==> src/rtl/booth_pkg.sv <==
package booth_pkg;

  typedef enum logic [1:0] {
    RC_HOLD = 2'd0,
    RC_ADD  = 2'd1,
    RC_SUB  = 2'd2
  } recode_e;

  // Radix-2 recode of the bit pair {current LSB, extension bit}
  function automatic recode_e recode(input logic lsb, input logic ext);
    case ({lsb, ext})
      2'b01:   return RC_ADD;
      2'b10:   return RC_SUB;
      default: return RC_HOLD;
    endcase
  endfunction

endpackage

==> src/rtl/booth_ctrl.sv <==
module booth_ctrl #(
  parameter int WIDTH = 8
) (
  input  logic clk,
  input  logic rst_n,
  input  logic start,
  output logic busy,
  output logic load,
  output logic step
);

  localparam int CW = $clog2(WIDTH) + 1;
  localparam logic [CW-1:0] LAST = CW'(WIDTH - 1);

  logic [CW-1:0] cnt_q, cnt_d;
  logic          busy_q, busy_d;
  logic          cnt_en;

  assign load   = start & ~busy_q;
  assign step   = busy_q;
  assign busy   = busy_q;
  assign cnt_en = load | step;

  always_comb begin
    busy_d = busy_q;
    cnt_d  = cnt_q;
    if (load) begin
      busy_d = 1'b1;
      cnt_d  = '0;
    end else if (step) begin
      cnt_d = cnt_q + 1'b1;
      if (cnt_q == LAST) busy_d = 1'b0;
    end
  end

  always_ff @(posedge clk or negedge rst_n) begin
    if (!rst_n) begin
      busy_q <= 1'b0;
      cnt_q  <= '0;
    end else begin
      busy_q <= busy_d;
      if (cnt_en) cnt_q <= cnt_d;
    end
  end

  assert_load_busy_R2: assert property (@(posedge clk) disable iff (!rst_n)
    load |=> (busy_q && cnt_q == '0));

  assert_run_end_R3: assert property (@(posedge clk) disable iff (!rst_n)
    (busy_q && cnt_q == LAST) |=> !busy_q);

  assert_run_hold_R3: assert property (@(posedge clk) disable iff (!rst_n)
    (busy_q && cnt_q != LAST) |=> busy_q);

  assert_ignore_start_R7: assert property (@(posedge clk) disable iff (!rst_n)
    (busy_q && start && cnt_q != LAST) |=> (cnt_q == $past(cnt_q) + 1'b1));

endmodule

==> src/rtl/booth_datapath.sv <==
module booth_datapath
  import booth_pkg::*;
#(
  parameter int WIDTH = 8
) (
  input  logic               clk,
  input  logic               rst_n,
  input  logic               load,
  input  logic               step,
  input  logic [WIDTH-1:0]   mcand,
  input  logic [WIDTH-1:0]   mplier,
  output logic [2*WIDTH-1:0] prod
);

  localparam int AW = WIDTH + 1;

  logic [AW-1:0]    acc_q, acc_d, acc_sum, m_ext;
  logic [WIDTH-1:0] q_q, q_d, m_q;
  logic             ext_q, ext_d;
  logic             reg_en;
  recode_e          op;

  assign m_ext  = {m_q[WIDTH-1], m_q};
  assign op     = recode(q_q[0], ext_q);
  assign reg_en = load | step;

  always_comb begin
    case (op)
      RC_ADD:  acc_sum = acc_q + m_ext;
      RC_SUB:  acc_sum = acc_q - m_ext;
      default: acc_sum = acc_q;
    endcase
  end

  always_comb begin
    if (load) begin
      acc_d = '0;
      q_d   = mplier;
      ext_d = 1'b0;
    end else begin
      acc_d = {acc_sum[AW-1], acc_sum[AW-1:1]};
      q_d   = {acc_sum[0], q_q[WIDTH-1:1]};
      ext_d = q_q[0];
    end
  end

  always_ff @(posedge clk or negedge rst_n) begin
    if (!rst_n) begin
      acc_q <= '0;
      q_q   <= '0;
      ext_q <= 1'b0;
      m_q   <= '0;
    end else begin
      if (reg_en) begin
        acc_q <= acc_d;
        q_q   <= q_d;
        ext_q <= ext_d;
      end
      if (load) m_q <= mcand;
    end
  end

  assign prod = {acc_q[WIDTH-1:0], q_q};

  assert_clear_on_load_R2: assert property (@(posedge clk) disable iff (!rst_n)
    load |=> (acc_q == '0 && !ext_q && q_q == $past(mplier)));

  assert_mcand_held_R7: assert property (@(posedge clk) disable iff (!rst_n)
    !load |=> $stable(m_q));

  assert_sign_kept_R8: assert property (@(posedge clk) disable iff (!rst_n)
    (step && op == RC_HOLD) |=>
      (acc_q[AW-1] == $past(acc_q[AW-1]) && acc_q[AW-2] == acc_q[AW-1]));

endmodule

==> src/rtl/booth_mult.sv <==
module booth_mult #(
  parameter int WIDTH = 8
) (
  input  logic               clk,
  input  logic               rst_n,
  input  logic               start_i,
  input  logic [WIDTH-1:0]   mcand_i,
  input  logic [WIDTH-1:0]   mplier_i,
  output logic [2*WIDTH-1:0] prod_o,
  output logic               busy_o
);

  logic load, step;

  booth_ctrl #(.WIDTH(WIDTH)) u_ctrl (
    .clk   (clk),
    .rst_n (rst_n),
    .start (start_i),
    .busy  (busy_o),
    .load  (load),
    .step  (step)
  );

  booth_datapath #(.WIDTH(WIDTH)) u_dp (
    .clk    (clk),
    .rst_n  (rst_n),
    .load   (load),
    .step   (step),
    .mcand  (mcand_i),
    .mplier (mplier_i),
    .prod   (prod_o)
  );

  assert_idle_stable_R6: assert property (@(posedge clk) disable iff (!rst_n)
    (!busy_o && !start_i) |=> $stable(prod_o));

endmodule

==> config.mk <==
export PLATFORM = sky130hd
export DESIGN_NAME = booth_mult
export DESIGN_NICKNAME = d
export VERILOG_FILES = /design/src/rtl/booth_pkg.sv /design/src/rtl/booth_ctrl.sv /design/src/rtl/booth_datapath.sv /design/src/rtl/booth_mult.sv
export SDC_FILE = /design/constraint.sdc
export NUM_CORES = 1
export LEC_CHECK = 0
export ABC_AREA = 1
export BUFFER_PORTS_ARGS = -buffer_cell sky130_fd_sc_hd__buf_2
export CORE_ASPECT_RATIO = 1.25
export CORE_UTILIZATION = 30
export CTS_CLUSTER_SIZE = 28
export DETAILED_ROUTE_END_ITERATION = 8
export GPL_TIMING_DRIVEN = 0
export PLACE_DENSITY = 0.54
export SLEW_MARGIN = 20
export SYNTH_ARGS = -nofsm -noshare
export SYNTH_HDL_FRONTEND = slang
export SYNTH_SLANG_ARGS = --single-unit
export TNS_END_PERCENT = 50
==> constraint.sdc <==
create_clock -name clk -period 3.9 [get_ports clk]
set_clock_uncertainty 0.15 [all_clocks]
set_input_delay 1.17 -clock clk [delete_from_list [all_inputs] [get_ports clk]]
set_output_delay 1.17 -clock clk [all_outputs]
set_load 0.05 [all_outputs]
==> impl_metrics.sql, run 1 <==
INSERT INTO impl_metrics (metric_group, metric, value, unit) VALUES
('floorplanning', 'die_height', '90.9', 'um'),
('clocking', 'post_cts.resized_instances', '0', ''),
('floorplanning', 'design.portCount', '36', ''),
('logic_synthesis', 'synthesis.area_per_instance', '7.74', 'um2'),
('drt', 'via_count', '1677', ''),
('logic_synthesis', 'syn-cell-area', '0.00190', 'mm2'),
('logic_synthesis', 'synthArstFlopShare', '100', '%'),
('drt', 'drt_drc', '0', ''),
('timing', 'fin_tns_setup', '0', 'ps'),
('worst_setup_path', 'r2r_slack', '1370', 'ps'),
('clocking', 'cts_root_buf', 'clkbuf_8', ''),
('timing', 'setup_violations', '0', ''),
('global_route', 'global_route.usage.total', '15.6', '%'),
('logic_synthesis', 'yosys.area.top_type', 'dfrtp_1', ''),
('logic_synthesis', 'syn-num-nets', '276', ''),
('drt', 'route.detailed.vias_per_inst', '4.50', ''),
('worst_setup_path', 'crit_path_start_kind', 'flop', ''),
('drt', 'detailedRoute.firstPassIterationCount', '5', ''),
('hold_path', 'hold_path_depth', '1', ''),
('global_route', 'global_route_wire_length_before_repair', '7870', 'um'),
('placement', 'placement.cell_area', '0.00218', 'mm2'),
('clocking', 'cts_max_level', '2', ''),
('logic_synthesis', 'yosysUniqueCellTypes', '31', ''),
('worst_setup_path', 'data_arrival_time_of_the_critical_path', '2560', 'ps'),
('layout', 'nFillCells', '655', ''),
('worst_setup_path', 'required', '3930', 'ps'),
('timing', 'period_utilisation_layout', '64.9', '%'),
('drt', 'routed.top_layer', 'met4', ''),
('timing', 'fmaxAchievable', '395', 'MHz'),
('drt', 'detailed_router_s_first_iteration_violation_count', '111', ''),
('clocking', 'cts_made_buffers', '5', ''),
('timing', 'maxSlewViolCount', '0', ''),
('timing', 'hold_violations', '0', ''),
('layout', 'area_growth', '19.9', '%'),
('timing', 'worstMarginPinSlew', '671', 'ps'),
('layout', 'final_cell_area', '0.00227', 'mm2'),
('worst_setup_path', 'rr_worst_depth', '12', ''),
('floorplanning', 'die_area', '0.00664', 'mm2'),
('layout', 'diodes', '0', ''),
('logic_synthesis', 'synth_edf_count', '0', ''),
('logic_synthesis', 'cell_types_with_the_highest_counts_after_synthesis', '66 x nand2_1, 39 x inv_1, 30 x dfrtp_1', ''),
('clocking', 'post-cts-setup-buffers', '0', ''),
('floorplanning', 'die-width', '73.1', 'um'),
('clocking', 'number_of_sinks_on_the_clock_net', '30', ''),
('global_route', 'grt_antenna_before_repair', '0', ''),
('clocking', 'cts_tree', 'done', ''),
('placement', 'detailed_place_hpwl', '3410', 'um'),
('floorplanning', 'standard_cell_row_count', '32', ''),
('placement', 'routabilityCongestion', '0.767', ''),
('global_route', 'grt_overflow', '0', ''),
('timing', 'period_minus_slack', '2530', 'ps'),
('logic_synthesis', 'ys_warn_count', '0', ''),
('drt', 'drt-wirelength-per-cell', '11.9', 'um'),
('drt', 'm1WireLength', '1950', 'um'),
('global_route', 'grt_pass1_vias', '1712', ''),
('placement', 'dp_worst_setup_slack', '1390', 'ps'),
('drt', 'route.met2.wl', '2280', 'um'),
('floorplanning', 'core_region_area', '0.00613', 'mm2'),
('status', 'outcome', 'complete, no violations', ''),
('hold_path', 'min_delay_worst_endpoint', 'u_ctrl.cnt_q[3]$_DFFE_PN0P_', ''),
('hold_path', 'min-delay-path-class', 'reg2reg', ''),
('drt', 'met3_wirelength', '130', 'um'),
('logic_synthesis', 'synth_most_common_cell', 'nand2_1', ''),
('worst_setup_path', 'critical_path.reg2reg.startpoint', 'u_dp.q_q[0]$_DFFE_PN0P_', ''),
('global_route', 'grt_max_degree', '31', ''),
('timing', 'rsz0062_at_grt', 'false', ''),
('worst_setup_path', 'worst_setup_path_end_kind', 'flop', ''),
('layout', 'design.final.nets', '318', ''),
('logic_synthesis', 'yosysSeqAreaShare', '39.6', '%'),
('placement', 'port_buffers', '35', ''),
('logic_synthesis', 'cell_count_after_synthesis', '245', '');
stage by stage:
stage	utilization (%)	hold slack, ps	instances
floorplan	-	308	245
global placement	35.5	335	365
detailed placement	35.5	333	365
CTS	37.1	346	373
global route	37.1	393	373
finish	37.1	341	373
registers in the layout (all words and copies together) (netlist names):
register / count
u_dp.ext_q: 1
u_ctrl.cnt_q: 4
u_dp.acc_q: 8
u_dp.q_q: 8
u_dp.m_q: 8
u_ctrl.busy: 1
placed cells by master, fill, tap and decap left out, types with 3 or more instances in the layout:
cell type | Yosys | routed
buf_2 | 4 | 39
nand2_1 | 66 | 66
clkbuf_8 | 0 | 6
o21ai_2 | 3 | 3
o21ai_0 | 15 | 15
dfrtp_1 | 30 | 30
ha_1 | 11 | 11
xor2_1 | 6 | 6
o211ai_1 | 4 | 4
nand4_1 | 3 | 3
nand3_1 | 14 | 14
a21oi_1 | 12 | 12
inv_1 | 39 | 39
o221ai_1 | 5 | 5
nor2_1 | 10 | 10
metal layers:
metal,global-route usage [%],up-vias
met1,18.5,766
li1,-,878
met2,27.0,27
met3,3.01,6
met4,5.88,0
met5,0,-
worst max-delay path by stage:
stage	start	to	slack (ps)	depth (start not counted)
6_report	u_dp.q_q[0]$_DFFE_PN0P_	u_dp.acc_q[7]$_DFFE_PN0P_	1370	12
3_5_place_dp	u_dp.q_q[0]$_DFFE_PN0P_	u_dp.acc_q[7]$_DFFE_PN0P_	1390	12
4_1_cts	u_dp.q_q[0]$_DFFE_PN0P_	u_dp.acc_q[7]$_DFFE_PN0P_	1370	12
3_3_place_gp	u_dp.q_q[0]$_DFFE_PN0P_	u_dp.acc_q[5]$_DFFE_PN0P_	1410	13
5_1_grt	u_dp.ext_q$_DFFE_PN0P_	u_dp.acc_q[7]$_DFFE_PN0P_	1120	16
2_1_floorplan	u_dp.q_q[0]$_DFFE_PN0P_	u_dp.acc_q[7]$_DFFE_PN0P_	1370	12
area by class of cell:
class | count | area (um2) | area share [%]
Multi-Input combinational cell | 167 | 943 | 41.5
Sequential cell | 30 | 751 | 33.0
Timing Repair Buffer | 35 | 175 | 7.71
Inverter | 41 | 154 | 6.77
Tap cell | 85 | 106 | 4.68
Clock buffer | 6 | 82.6 | 3.63
Buffer | 7 | 47.5 | 2.09
Clock inverter | 2 | 12.5 | 0.551
logic make-up (layout without fill, tap and decap cells):
family / Yosys count / after routing / synth area share (%)
DFF: 30 / 30 / 39.6
and+or+nand+nor: 102 / 102 / 23.4
buffers and inverters: 48 / 91 / 10.6
xor gates and xnor gates: 6 / 6 / 2.77
AOI/OAI and AO/OA: 47 / 47 / 15.2
adders and majority gates: 12 / 12 / 8.32
worst max-delay path: stages (launching register included):
cell and delay [ps]:
dfrtp_1 420, ha_1 210, clkbuf_2 160, a31oi_1 190, xor2_1 170, inv_1 70, ha_1 330, a21oi_1 170
o21ai_2 110, a21oi_1 210, nand3_1 100, nand3_1 90, nand2_1 50
Power of run 1 is not shown: default switching activity piles up to over one toggle a cycle in this logic, so the estimate is an artifact.
==> run 2, diff against run 1 <==
--- a/config.mk
+++ b/config.mk
@@ -12,7 +12,7 @@
 export CTS_CLUSTER_SIZE = 28
 export DETAILED_ROUTE_END_ITERATION = 8
 export GPL_TIMING_DRIVEN = 0
-export PLACE_DENSITY = 0.54
+export PLACE_DENSITY = 0.56
 export SLEW_MARGIN = 20
 export SYNTH_ARGS = -nofsm -noshare
 export SYNTH_HDL_FRONTEND = slang
==> constraint.sdc (replaced) <==
create_clock -name clk -period 2.1 [get_ports clk]
set_clock_uncertainty 0.15 [all_clocks]
set_input_delay 0.63 -clock clk [delete_from_list [all_inputs] [get_ports clk]]
set_output_delay 0.63 -clock clk [all_outputs]
set_load 0.05 [all_outputs]
==> impl_metrics.sql, run 2 (same netlist as run 1, synthesis figures left out) <==
INSERT INTO impl_metrics (metric_group, metric, value, unit) VALUES
('timing', 'fmaxAchievable', '437', 'MHz'),
('clocking', 'cts_max_level', '2', ''),
('worst_setup_path', 'worst_setup_path_end_kind', 'flop', ''),
('worst_setup_path', 'cell_family_contributing_the_most_delay_on_the_critical_path', 'simple AND/OR/NAND/NOR gates', ''),
('drt', 'route.detailed.vias_per_inst', '4.64', ''),
('clocking', 'cts_root_buf', 'clkbuf_8', ''),
('placement', 'detailed_place_hpwl', '3460', 'um'),
('drt', 'routed_wl', '4930', 'um'),
('global_route', 'global_route_wire_length_before_repair', '8200', 'um'),
('layout', 'post_route_cells_drive_above_1_share', '35.5', '%'),
('clocking', 'insertion_delay', '280', 'ps'),
('clocking', 'cts.clk_slew.worst_paths', '60', 'ps'),
('clocking', 'number_of_sinks_on_the_clock_net', '30', ''),
('layout', 'final_cell_area', '0.00261', 'mm2'),
('timing', 'rsz0062_at_grt', 'true', ''),
('layout', 'final_common_cell', 'nand2_1', ''),
('drt', 'final_antenna_net_count', '0', ''),
('worst_setup_path', 'crit_chain', 'inv_2, ha_4, inv_2, nor2_4, nand3_2, nand2_2, xor2_1, inv_1, ha_4, nand2_4, o21a_1, nand3_1, nand3_1, nand2_1, o21ai_2', ''),
('floorplanning', 'die-width', '73.1', 'um'),
('worst_setup_path', 'rr_worst_depth', '15', ''),
('floorplanning', 'die_area', '0.00664', 'mm2'),
('timing', 'timing.slew.headroom', '53.5', '%'),
('timing', 'period_utilisation_layout', '109', '%'),
('clocking', 'ctsLongestPathBuffers', '2', ''),
('global_route', 'global_route.usage.total', '15.9', '%'),
('clocking', 'cts_made_buffers', '5', ''),
('worst_setup_path', 'worst_path_max_delay_cell', 'dfrtp_1', ''),
('layout', 'layout.area.seq', '752', 'um2'),
('worst_setup_path', 'critical_path_buf_inv_count', '3', ''),
('worst_setup_path', 'r2r-end', 'u_dp.acc_q[6]$_DFFE_PN0P_', ''),
('timing', 'fin_tns_setup', '-757', 'ps'),
('layout', 'largestRegisters', 'u_dp.acc_q (8), u_dp.m_q (8), u_dp.q_q (8)', ''),
('timing', 'worstMarginPinSlew', '698', 'ps'),
('worst_setup_path', 'critical_path.reg2reg.startpoint', 'u_dp.m_q[0]$_DFFE_PN0P_', ''),
('flow_run', 'drv.max_cap_violation_count', '0', ''),
('timing', 'hold_violations', '0', ''),
('drt', 'drt_drc', '0', ''),
('global_route', 'grt_overflow', '0', ''),
('global_route', 'grt_antenna_before_repair', '0', ''),
('drt', 'detailedRoute.firstPassIterationCount', '4', ''),
('floorplanning', 'core_region_area', '0.00613', 'mm2'),
('timing', 'maxSlewViolCount', '0', ''),
('drt', 'drt-wirelength-per-cell', '12.8', 'um'),
('placement', 'placement.cell_area', '0.00229', 'mm2'),
('timing', 'postLayoutSetupSlackWorst', '-186', 'ps'),
('status', 'violations_in_the_final_reports', 'negative setup slack', ''),
('layout', 'leading_cell_types_in_the_layout_fill_and_taps_excluded', '61 x nand2_1, 39 x buf_2, 33 x inv_1', ''),
('placement', 'routabilityCongestion', '0.812', ''),
('floorplanning', 'standard_cell_row_count', '32', ''),
('status', 'outcome', 'complete, but fails checks', ''),
('worst_setup_path', 'crit_path_start_kind', 'flop', ''),
('global_route', 'grt_max_degree', '31', ''),
('layout', 'area_growth', '37.4', '%'),
('placement', 'port_buffers', '35', ''),
('hold_path', 'min-delay-path-class', 'in2async', ''),
('floorplanning', 'die_height', '90.9', 'um'),
('layout', 'design.final.nets', '332', ''),
('layout', 'multi_input_logic_area', '0.00117', 'mm2'),
('drt', 'detailed_router_s_first_iteration_violation_count', '40', ''),
('timing', 'period_minus_slack', '2290', 'ps'),
('drt', 'via_count', '1791', ''),
('layout', 'nFillCells', '650', ''),
('global_route', 'grt_pass1_vias', '1766', ''),
('clocking', 'cts_tree', 'done', ''),
('worst_setup_path', 'worstPathMaxFanout', '5', ''),
('layout', 'diodes', '0', ''),
('worst_setup_path', 'timing_worst_setup_path_type', 'reg2reg', ''),
('timing', 'setup_violations', '7', ''),
('worst_setup_path', 'data_arrival_time_of_the_critical_path', '2300', 'ps'),
('worst_setup_path', 'r2r_slack', '-190', 'ps'),
('worst_setup_path', 'cpPeakStageDelay', '390', 'ps'),
('worst_setup_path', 'required', '2110', 'ps'),
('floorplanning', 'initial_standard_cell_utilization_of_the_core', '30.9', '%'),
('floorplanning', 'design.portCount', '36', '');
run 2: final cells by class:
class / instances / share of cell area (%)
multi-input combinational: 167 / 45.1
inverter: 41 / 5.91
tap: 85 / 4.08
timing repair buffer: 50 / 11.5
sequential: 30 / 28.9
clock buffer: 7 / 2.93
buffer: 6 / 1.63
run 2: metal layers:
layer	track usage (%)	wire length [um]
met1	19.5	2220
met2	28.3	2530
met3	2.57	141
met4	3.92	44
met5	0	0
run 2: stage by stage:
step | setup WS [ps] | utilization (%) | instances | hold WS [ps]
finish | -186 | 42.5 | 386 | 251
global placement | -322 | 37.5 | 365 | 328
detailed placement | -311 | 37.5 | 365 | 335
global route | -332 | 42.5 | 386 | 308
CTS | -156 | 40.8 | 381 | 265
floorplan | -199 | - | 245 | 184
run 2: worst max-delay path by stage:
stage	startpoint	to	slack (ps)	cells past startpoint
floorplan	u_dp.q_q[0]$_DFFE_PN0P_	u_dp.acc_q[5]$_DFFE_PN0P_	-200	13
global placement	u_dp.m_q[0]$_DFFE_PN0P_	u_dp.acc_q[6]$_DFFE_PN0P_	-320	16
detailed placement	u_dp.m_q[0]$_DFFE_PN0P_	u_dp.acc_q[6]$_DFFE_PN0P_	-310	15
CTS	u_dp.m_q[1]$_DFFE_PN0P_	u_dp.acc_q[6]$_DFFE_PN0P_	-160	16
global route	u_dp.m_q[0]$_DFFE_PN0P_	u_dp.acc_q[6]$_DFFE_PN0P_	-330	15
finish	u_dp.m_q[0]$_DFFE_PN0P_	u_dp.acc_q[6]$_DFFE_PN0P_	-190	15
run 2: timing repair:
item,in CTS,in global routing
resized for setup,18,15
setup buffers,10,5
pin swaps,13,19
hold buffers,0,0
setup endpoints to repair,7,7
Power of run 2 is left out for the same reason.
